<file path="config.mk">
export PLATFORM = sky130hd
export DESIGN_NAME = txcrc_unit
export DESIGN_NICKNAME = d
export VERILOG_FILES = /design/src/rtl/txcrc_pkg.sv /design/src/rtl/txcrc_lensel.sv /design/src/rtl/txcrc_lfsr.sv /design/src/rtl/txcrc_seq.sv /design/src/rtl/txcrc_unit.sv
export SDC_FILE = /design/constraint.sdc
export NUM_CORES = 1
export LEC_CHECK = 0
export BUFFER_PORTS_ARGS = -buffer_cell sky130_fd_sc_hd__buf_4
export CAP_MARGIN = 20
export CORE_MARGIN = 5
export CORE_UTILIZATION = 45
export CTS_BUF_LIST = sky130_fd_sc_hd__clkbuf_4
export CTS_CLUSTER_DIAMETER = 200
export DETAILED_ROUTE_END_ITERATION = 7
export GPL_ROUTABILITY_DRIVEN = 0
export GPL_TIMING_DRIVEN = 0
export PLACE_DENSITY_LB_ADDON = 0.3
export SYNTH_ARGS = -nofsm -noshare
export SYNTH_HDL_FRONTEND = slang
export SYNTH_HIERARCHICAL = 1
export SYNTH_SLANG_ARGS = --single-unit
</file>
<file path="constraint.sdc">
create_clock -name clk -period 2.8 [get_ports clk]
set_clock_uncertainty 0.1 [all_clocks]
set_input_delay 0.42 -clock clk [delete_from_list [all_inputs] [get_ports clk]]
set_output_delay 0.42 -clock clk [all_outputs]
set_load 0.01 [all_outputs]
</file>
<file path="src/rtl/txcrc_pkg.sv">
package txcrc_pkg;
  localparam int NARROW_W = 16;
  localparam int WIDE_W = 24;
  localparam logic [WIDE_W-1:0] NARROW_POLY = 24'h001021;
  localparam logic [WIDE_W-1:0] WIDE_POLY = 24'h864CFB;
  localparam int LEN_W = 21;
  localparam int NARROW_MAX_LEN = 3824;

  typedef enum logic {OP_GEN = 1'b0, OP_CHK = 1'b1} op_e;
  typedef enum logic [1:0] {S_IDLE = 2'd0, S_BODY = 2'd1, S_TAIL = 2'd2} seq_e;
endpackage

</file>
<file path="src/rtl/txcrc_lensel.sv">
// Frame attribute latch: mode and generator choice, captured on the first bit.
module txcrc_lensel #(
  parameter int LW   = txcrc_pkg::LEN_W,
  parameter int MAXN = txcrc_pkg::NARROW_MAX_LEN
) (
  input  logic          clk,
  input  logic          rst,
  input  logic          sop,
  input  logic          op_in,
  input  logic [LW-1:0] len,
  output logic          wide_now,
  output logic          op_now
);
  localparam logic [LW-1:0] THR = LW'(MAXN);

  logic wide_r;
  logic op_r;
  logic wide_in;

  assign wide_in = (len > THR);

  always_ff @(posedge clk) begin
    if (rst) begin
      wide_r <= 1'b0;
      op_r   <= 1'b0;
    end else if (sop) begin
      wide_r <= wide_in;
      op_r   <= op_in;
    end
  end

  // Within the start cycle the fresh values apply; afterwards the latched ones.
  assign wide_now = sop ? wide_in : wide_r;
  assign op_now   = sop ? op_in   : op_r;

  // outside a start cycle the choice in use does not move
  a_r8_hold_choice: assert property (@(posedge clk) disable iff (rst)
    (!sop) |=> (!sop) |-> (wide_now == $past(wide_now)));
endmodule

</file>
<file path="src/rtl/txcrc_lfsr.sv">
// Remainder register: one division step per accepted bit, or a plain shift
// while the parity is read out highest order first.
module txcrc_lfsr #(
  parameter int RW = txcrc_pkg::WIDE_W,
  parameter int SW = txcrc_pkg::NARROW_W,
  parameter logic [RW-1:0] RPOLY = txcrc_pkg::WIDE_POLY,
  parameter logic [RW-1:0] SPOLY = txcrc_pkg::NARROW_POLY
) (
  input  logic clk,
  input  logic rst,
  input  logic step_en,
  input  logic init,
  input  logic din,
  input  logic wide,
  input  logic shift_en,
  output logic nxt_zero,
  output logic msb
);
  localparam logic [RW-1:0] SMASK = {{(RW-SW){1'b0}}, {SW{1'b1}}};
  localparam logic [RW-1:0] RMASK = {RW{1'b1}};

  logic [RW-1:0] rem_q;
  logic [RW-1:0] seed;
  logic [RW-1:0] rem_step;
  logic [RW-1:0] rem_shift;

  function automatic logic [RW-1:0] step_f(input logic [RW-1:0] r,
                                           input logic b, input logic w);
    logic top;
    logic [RW-1:0] s;
    top = w ? r[RW-1] : r[SW-1];
    s = (r << 1) & (w ? RMASK : SMASK);
    if (b ^ top) s = s ^ (w ? RPOLY : SPOLY);
    return s;
  endfunction

  assign seed      = init ? '0 : rem_q;
  assign rem_step  = step_f(seed, din, wide);
  assign rem_shift = (rem_q << 1) & (wide ? RMASK : SMASK);
  assign nxt_zero  = (rem_step == '0);
  assign msb       = wide ? rem_q[RW-1] : rem_q[SW-1];

  always_ff @(posedge clk) begin
    if (rst) begin
      rem_q <= '0;
    end else if (step_en) begin
      rem_q <= rem_step;
    end else if (shift_en) begin
      rem_q <= rem_shift;
    end
  end

  // the remainder is never stepped by input while it is being read out
  a_r5_step_or_shift: assert property (@(posedge clk) disable iff (rst)
    step_en |-> !shift_en);
  // a narrow-generator step leaves the upper remainder bits clear
  a_r2_narrow_clean: assert property (@(posedge clk) disable iff (rst)
    (step_en && !wide) |=> (rem_q[RW-1:SW] == '0));
endmodule

</file>
<file path="src/rtl/txcrc_seq.sv">
// Frame sequencer: payload pass-through, parity tail, check verdict.
module txcrc_seq #(
  parameter int RW = txcrc_pkg::WIDE_W,
  parameter int SW = txcrc_pkg::NARROW_W
) (
  input  logic clk,
  input  logic rst,
  input  logic in_valid,
  input  logic in_bit,
  input  logic in_last,
  input  logic op_now,
  input  logic wide_now,
  input  logic msb,
  input  logic nxt_zero,
  output logic in_ready,
  output logic sop,
  output logic step_en,
  output logic shift_en,
  output logic out_valid,
  output logic out_bit,
  output logic out_last,
  output logic chk_done,
  output logic chk_pass
);
  import txcrc_pkg::*;

  localparam int CW = $clog2(RW + 1);

  seq_e          st_q;
  logic [CW-1:0] pcnt;
  logic          acc;

  assign in_ready = (st_q != S_TAIL);
  assign acc      = in_valid & in_ready;
  assign sop      = acc & (st_q == S_IDLE);
  assign step_en  = acc;
  assign shift_en = (st_q == S_TAIL);

  always_ff @(posedge clk) begin
    if (rst) begin
      st_q      <= S_IDLE;
      pcnt      <= '0;
      out_valid <= 1'b0;
      out_bit   <= 1'b0;
      out_last  <= 1'b0;
      chk_done  <= 1'b0;
      chk_pass  <= 1'b0;
    end else begin
      out_valid <= 1'b0;
      out_last  <= 1'b0;
      chk_done  <= 1'b0;
      chk_pass  <= 1'b0;
      if (st_q == S_TAIL) begin
        out_valid <= 1'b1;
        out_bit   <= msb;
        if (pcnt == '0) begin
          out_last <= 1'b1;
          st_q     <= S_IDLE;
        end else begin
          pcnt <= pcnt - 1'b1;
        end
      end else if (acc) begin
        if (op_now == OP_CHK) begin
          if (in_last) begin
            chk_done <= 1'b1;
            chk_pass <= nxt_zero;
            st_q     <= S_IDLE;
          end else begin
            st_q <= S_BODY;
          end
        end else begin
          out_valid <= 1'b1;
          out_bit   <= in_bit;
          if (in_last) begin
            st_q <= S_TAIL;
            pcnt <= wide_now ? CW'(RW - 1) : CW'(SW - 1);
          end else begin
            st_q <= S_BODY;
          end
        end
      end
    end
  end

  // input is refused only while parity bits are streaming out
  a_r5_tail_busy: assert property (@(posedge clk) disable iff (rst)
    !in_ready |-> out_valid);
  // the frame end marker never stands alone
  a_r4_last_valid: assert property (@(posedge clk) disable iff (rst)
    out_last |-> out_valid);
  // a pass verdict appears only with the done pulse
  a_r7_pass_done: assert property (@(posedge clk) disable iff (rst)
    chk_pass |-> chk_done);
  // a check-mode bit never produces output
  a_r9_chk_quiet: assert property (@(posedge clk) disable iff (rst)
    (acc && op_now == OP_CHK) |=> !out_valid);
  // the tail counter stays inside the widest parity
  a_r3_tail_count: assert property (@(posedge clk) disable iff (rst)
    (st_q == S_TAIL) |-> (pcnt < CW'(RW)));
  // input reopens as the final parity bit is presented
  a_r10_reopen: assert property (@(posedge clk) disable iff (rst)
    out_last |-> in_ready);
endmodule

</file>
<file path="src/rtl/txcrc_unit.sv">
module txcrc_unit #(
  parameter int LW   = txcrc_pkg::LEN_W,
  parameter int MAXN = txcrc_pkg::NARROW_MAX_LEN,
  parameter int RW   = txcrc_pkg::WIDE_W,
  parameter int SW   = txcrc_pkg::NARROW_W,
  parameter logic [RW-1:0] RPOLY = txcrc_pkg::WIDE_POLY,
  parameter logic [RW-1:0] SPOLY = txcrc_pkg::NARROW_POLY
) (
  input  logic          clk,
  input  logic          rst,
  input  logic          op_chk,
  input  logic [LW-1:0] blk_len,
  input  logic          in_valid,
  input  logic          in_bit,
  input  logic          in_last,
  output logic          in_ready,
  output logic          out_valid,
  output logic          out_bit,
  output logic          out_last,
  output logic          chk_done,
  output logic          chk_pass
);
  logic sop;
  logic step_en;
  logic shift_en;
  logic wide_now;
  logic op_now;
  logic nxt_zero;
  logic msb;

  txcrc_lensel #(.LW(LW), .MAXN(MAXN)) u_sel (
    .clk      (clk),
    .rst      (rst),
    .sop      (sop),
    .op_in    (op_chk),
    .len      (blk_len),
    .wide_now (wide_now),
    .op_now   (op_now)
  );

  txcrc_lfsr #(.RW(RW), .SW(SW), .RPOLY(RPOLY), .SPOLY(SPOLY)) u_rem (
    .clk      (clk),
    .rst      (rst),
    .step_en  (step_en),
    .init     (sop),
    .din      (in_bit),
    .wide     (wide_now),
    .shift_en (shift_en),
    .nxt_zero (nxt_zero),
    .msb      (msb)
  );

  txcrc_seq #(.RW(RW), .SW(SW)) u_seq (
    .clk       (clk),
    .rst       (rst),
    .in_valid  (in_valid),
    .in_bit    (in_bit),
    .in_last   (in_last),
    .op_now    (op_now),
    .wide_now  (wide_now),
    .msb       (msb),
    .nxt_zero  (nxt_zero),
    .in_ready  (in_ready),
    .sop       (sop),
    .step_en   (step_en),
    .shift_en  (shift_en),
    .out_valid (out_valid),
    .out_bit   (out_bit),
    .out_last  (out_last),
    .chk_done  (chk_done),
    .chk_pass  (chk_pass)
  );
endmodule

</file>
---- After elaboration in Yosys (flattened, before gate mapping) ----
Cells that the tools add are included.
storage, ports and cells
  logic and storage cells ................. 68
  output and inout port bits .............. 6
  input bits .............................. 27
  bits in registers ....................... 38
operators by class
  bitwise operators ....................... 10
  equality and inequality tests ........... 5
  add/sub/neg operators ................... 1
  muxes and demuxes ....................... 30
  order comparisons ....................... 1
  reduce and logical (&&, ||, !) cells .... 11
operator list
  kind                                                                    number
  24-bit two-way mux                                                      6
  24-bit AND                                                              2
  5-bit two-way mux                                                       6
  24-bit logical NOT                                                      1
  24-bit XOR                                                              1
  21-bit by 12-bit > comparator with 1-bit output, second input constant  1
  1-bit two-way mux                                                       13
  2-bit two-way mux                                                       5
  2-bit != test, second input constant                                    3
  5-bit logical NOT                                                       1
  5-bit OR reduction                                                      1
  5-bit by 1-bit subtractor with 5-bit output, second input constant      1
  1-bit inverter                                                          4
  2-bit AND reduction                                                     2
  4-bit AND reduction                                                     1
  2-bit nonzero test                                                      2
  4-bit OR reduction                                                      1
  1-bit AND                                                               2
  2-bit == test, second input constant                                    1
  2-bit logical NOT                                                       1
  2-bit by 1-bit != test with 1-bit output, second input constant         1
  2-bit OR reduction                                                      1
  1-bit XOR                                                               1

---- Depth between registers and ports, before layout ----
  depth after elaboration ................. 9
  gate-level depth with buffers ........... 11
  depth with buffers taken out ............ 10

---- By module ----
The synthesis kept the hierarchy.
by module, submodules not included
  module        area an instance (um^2)  seq. area each (um^2)  cells each  times used
  txcrc_lfsr    1640.3                   480.5                  220         1
  txcrc_seq     553.0                    240.2                  59          1
  txcrc_lensel  137.6                    40.0                   18          1

---- Worst setup path before layout ----
Ideal clock, no wire load.
  path type ............................... input to register
  from .................................... input port blk_len[0]
  to ...................................... register u_rem.rem_q[5]
  arrival time ............................ 2.583 ns
  stages on the path ...................... 9
  data required time ...................... 2.609 ns
  library setup time ...................... 0.091 ns
  buffers on the path ..................... 1
  slack ................................... 0.026 ns
  cells stage by stage .................... or4_1 -> or4_1 -> a21oi_1 -> nor2_1 -> buf_6 -> mux2i_4 -> xor2_1 -> or3_1 -> a311oi_1
on the way
  cells in the longest elaborated chain, start to end .. 6
RTL lines
  item                                             line                source
  start, declared                                  txcrc_unit.sv:12    input logic [LW-1:0] blk_len,
  21-bit by 12-bit > comparator with 1-bit output  txcrc_lensel.sv:20  assign wide_in = (len > THR);
  1-bit two-way mux                                txcrc_lensel.sv:33  assign wide_now = sop ? wide_in : wide_r;
  named net wide_now                               txcrc_unit.sv:26    logic wide_now;
  1-bit two-way mux                                txcrc_lfsr.sv:31    top = w ? r[RW-1] : r[SW-1];
  1-bit XOR                                        txcrc_lfsr.sv:33    if (b ^ top) s = s ^ (w ? RPOLY : SPOLY);
  24-bit two-way mux                               txcrc_lfsr.sv:33
  24-bit two-way mux                               txcrc_lfsr.sv:46    end else if (step_en) begin
  end signal, assigned                             txcrc_lfsr.sv:47    rem_q <= rem_step;
  end signal, assigned                             txcrc_lfsr.sv:49    rem_q <= rem_shift;
  end, declared                                    txcrc_lfsr.sv:22    logic [RW-1:0] rem_q;
The timed path passes the listed nets, and every way through them passes these cells.
A chain may end at the register's enable or synchronous reset.

---- Worst setup path in the final report ----
Ends and elaborated chain as after synthesis.

==> impl_results.md <==
* Syn Std Cell Area at about 2300 sq um
* Seq pwr share at 48.2%
* Post-CTS Setup Bufs at 0
* Crit path kind: input port to register
* Net count after synthesis at about 330
* Post-synth cell types at between 50 and 60
* Met3 Wirelength at just over 300 um
* Number of CTS-inserted buffers at 5
* Tmin final at roughly 2.7 ns
* Highest routed layer: met4
* Largest cells by area after synthesis: dfxtp_1, nand2_1, a21oi_1
* 1st-iter DRT viols at between 200 and 300
* Internal power at around 0.85 mW
* Post-synth top flop: dfxtp_1
* Chip Width at just over 80 um
* TritonCTS clock tree: yes
* Post-synth ARST share at 0%
* Worst path slowest cell: or4_1
* LEAKAGE at between 1 and 1.5 nW
* Synth top area share at 32.6%
* Number of port buffers at 32
* Met2 wire length at 2.90 mm
* Sequential share of the synthesized area at roughly a third
* Critical Path RT at just under 3 ns
* Placeable Area at 5070 sq um
* Clock Tree Buf Depth at 2
* Clock power frac at 21.5%
* Diode count at 0
* Total global-route track usage at between 10% and 20%
* Avg Cell Area, Syn at ~8 sq um
* Final setup viols at 0
* Maximum fanout along the worst path at 8
* Largest net degree at the start of global routing at 12
* Highest Clock Rate at roughly 370 MHz
* Switching part of the total power at about a third
* HPWL after DPL at approximately 4.6 mm
* Synthesized flop and latch total at 38
* VDD IR-drop max at roughly 0.27 mV
* Hold Path Class: input port to register
* Clk slew on worst S/H paths at 0.11 ns
* Initial Utilization at between 40 and 50%
* YS warnings at 6
* Hold Violations, Final at 0
* Worst Max-Slew Pin Slew at approximately 0.55 ns
* Pre-CTS setup slack at -0.514 ns
* Met1 wire length at approximately 2.8 mm
* Post-route design area at about 2700 sq um
* CTS sink count at 38
* DRT Wirelength at 6.17 mm
* Clock Latency Late Sink at 0.34 ns
* Crit path max-delay family: simple AND/OR/NAND/NOR gates
* Crit share post-route at a little over nine tenths
* Worst Slack Setup Final at roughly 0.080 ns
* Drt via density at between 5 and 6
* EDFF count, synth at 0
* Post-DRT Antenna Nets at 0
* Cell mode on critical path: or4_1
* Post-route DRC at 0
* Delay of the slowest cell on the worst path at ~0.51 ns
* DR pass1 iterations at 5
* Data arrival time of the worst path at roughly 2.9 ns
* Net count, final at ~360
* CP endpoint kind: register
* Total die area at between 6000 and 7000 sq um
* Post-synthesis cell count at roughly 300
* Via count at between 2,000 and 2,500
* Initial antenna violation count at 0
* Area leader, netlist: dfxtp_1
* RSZ-0062 raised after global routing: true
* Slew headroom at a little over three fifths
* Logic pwr share at between 30% and 40%
* Final slew viol count at 0
* Power Density at around 470 nW/um^2
* CP cell instances: buf_4 > or4_1 > or4_1 > a21oi_2 > nor2_2 > buf_6 > mux2i_4 > xor2_1 > or3_1 > a311oi_2
* Die height at 82.0 um
* First-pass GRT wire length at between 10 and 15 mm
* Root buf cell: clkbuf_4
* Crit path launch type: input port
* Commonest non-fill, non-tap cell in the layout: nand2_1
* Commonest cells after routing, fill and taps aside: nand2_1, dfxtp_1, buf_4, nor2_1, a21oi_1
* H-tree levels at 2
* Vias in the first global route at about 2,100
* Post-DP Area at 2660 sq um
* Max Cap Viol at 0
* Ports at 33
* Status: finished, final reports clean
* Area grow syn2layout at 17.8%
* GR Overflow Total at 0
* Row count at 26
* Share of cells above drive strength 1 at approximately a fifth
* NetSw at 0.435 mW
* Buf+Inv Stages, Crit Path at 2
* Routed wire per std cell at ~15 um
==> state kept, by name, summed over array words and instances, names as in the netlist <==
register,count
u_seq/chk_done,1
u_sel/wide_r,1
u_seq/pcnt,5
u_seq/chk_pass,1
u_sel/op_r,1
u_seq/st_q,2
u_seq/out_valid,1
u_rem/rem_q,24
u_seq/out_last,1
u_seq/out_bit,1
==> logic make-up (layout without fill, tap and decap cells) <==
kind of cell / Yosys count / in the layout / share of synthesized area [%]
simple gates: 123 / 123 / 26.6
compound gates: 91 / 91 / 27.6
mux: 9 / 9 / 4.51
flops: 38 / 38 / 32.6
buf+inv: 30 / 70 / 6.23
xor+xnor: 5 / 5 / 1.88
fa+ha+maj: 1 / 1 / 0.537
==> final timing paths <==
path	start	end	slack (ns)	cells after the start
min reg2reg	u_rem/rem_q[21]	u_rem/rem_q[21]	0.37	2
max reg2reg	u_seq/st_q[0]	u_seq/chk_pass	0.28	10
min	rst	u_sel/op_r	0.17	2
max	blk_len[0]	u_rem/rem_q[5]	0.08	10
==> routing by layer <==
layer / vias up / track usage (%)
met4: 0 / 6.81
met2: 84 / 30.7
met3: 16 / 3.73
li1: 1169 / -
met1: 1119 / 27.8
met5: - / 0
==> power by group through the flow <==
stage / logic, mW / registers, mW / clock network (mW)
floorplan: 0.273 / 0.619 / 0
global placement: 0.371 / 0.628 / 0
detailed placement: 0.376 / 0.629 / 0
CTS: 0.379 / 0.617 / 0.287
global route: 0.431 / 0.624 / 0.315
finish: 0.389 / 0.619 / 0.276
==> metrics by stage <==
| step | std cells | util, % | setup TNS, ns | hold slack [ns] | power, mW |
|---|---|---|---|---|---|
| 2_1_floorplan | 297 | - | 0 | 0.340 | 0.892 |
| 3_3_place_gp | 399 | 52.4 | -6.38 | 0.355 | 0.999 |
| 3_5_place_dp | 399 | 52.4 | -5.88 | 0.361 | 1.01 |
| 4_1_cts | 407 | 53.6 | 0 | 0.156 | 1.28 |
| 5_1_grt | 407 | 54.1 | -0.0181 | 0.137 | 1.37 |
| 6_report | 407 | 54.1 | 0 | 0.168 | 1.28 |
==> Yosys cell counts, types with 2 or more instances <==
| cell type | count |
|---|---|
| mux2i_1 | 6 |
| a221oi_1 | 4 |
| buf_2 | 10 |
| or2_1 | 3 |
| or3_1 | 2 |
| a2111oi_2 | 4 |
| o221ai_1 | 2 |
| o21a_1 | 3 |
| a22oi_1 | 3 |
| o211ai_1 | 2 |
| a211oi_1 | 10 |
| xor2_1 | 2 |
| a311oi_1 | 6 |
| a22o_1 | 3 |
| dfxtp_1 | 38 |
| or4_1 | 3 |
| clkbuf_1 | 9 |
| nor3_1 | 8 |
| nor2b_1 | 4 |
| nand2b_1 | 5 |
| a21oi_1 | 22 |
| o22ai_1 | 4 |
| nand3b_1 | 4 |
| buf_6 | 2 |
| mux2_2 | 2 |
| nand2_1 | 39 |
| and2_1 | 2 |
| o21bai_1 | 4 |
| nand3_1 | 10 |
| inv_1 | 7 |
| a31oi_1 | 5 |
| nor2_1 | 28 |
| o21ai_0 | 11 |
| nor4_1 | 5 |
| xnor2_1 | 3 |
==> area by class of cell <==
type | count | area [sq um]
Fill cell | 511 | 2330
Multi-Input combinational cell | 229 | 1460
Buffer | 22 | 110
Inverter | 8 | 35.0
Timing Repair Buffer | 32 | 240
Tap cell | 70 | 87.6
Clock buffer | 6 | 45.0
Sequential cell | 38 | 761
Clock inverter | 2 | 8.76
==> timing repair <==
action | CTS | global route
pin swaps | 0 | 3
endpoints found under the hold margin | 0 | 0
hold buffers | 0 | 0
gates resized for setup | 2 | 5
endpoints found under the setup margin | 15 | 4
Power figures use the tool's default switching activity.
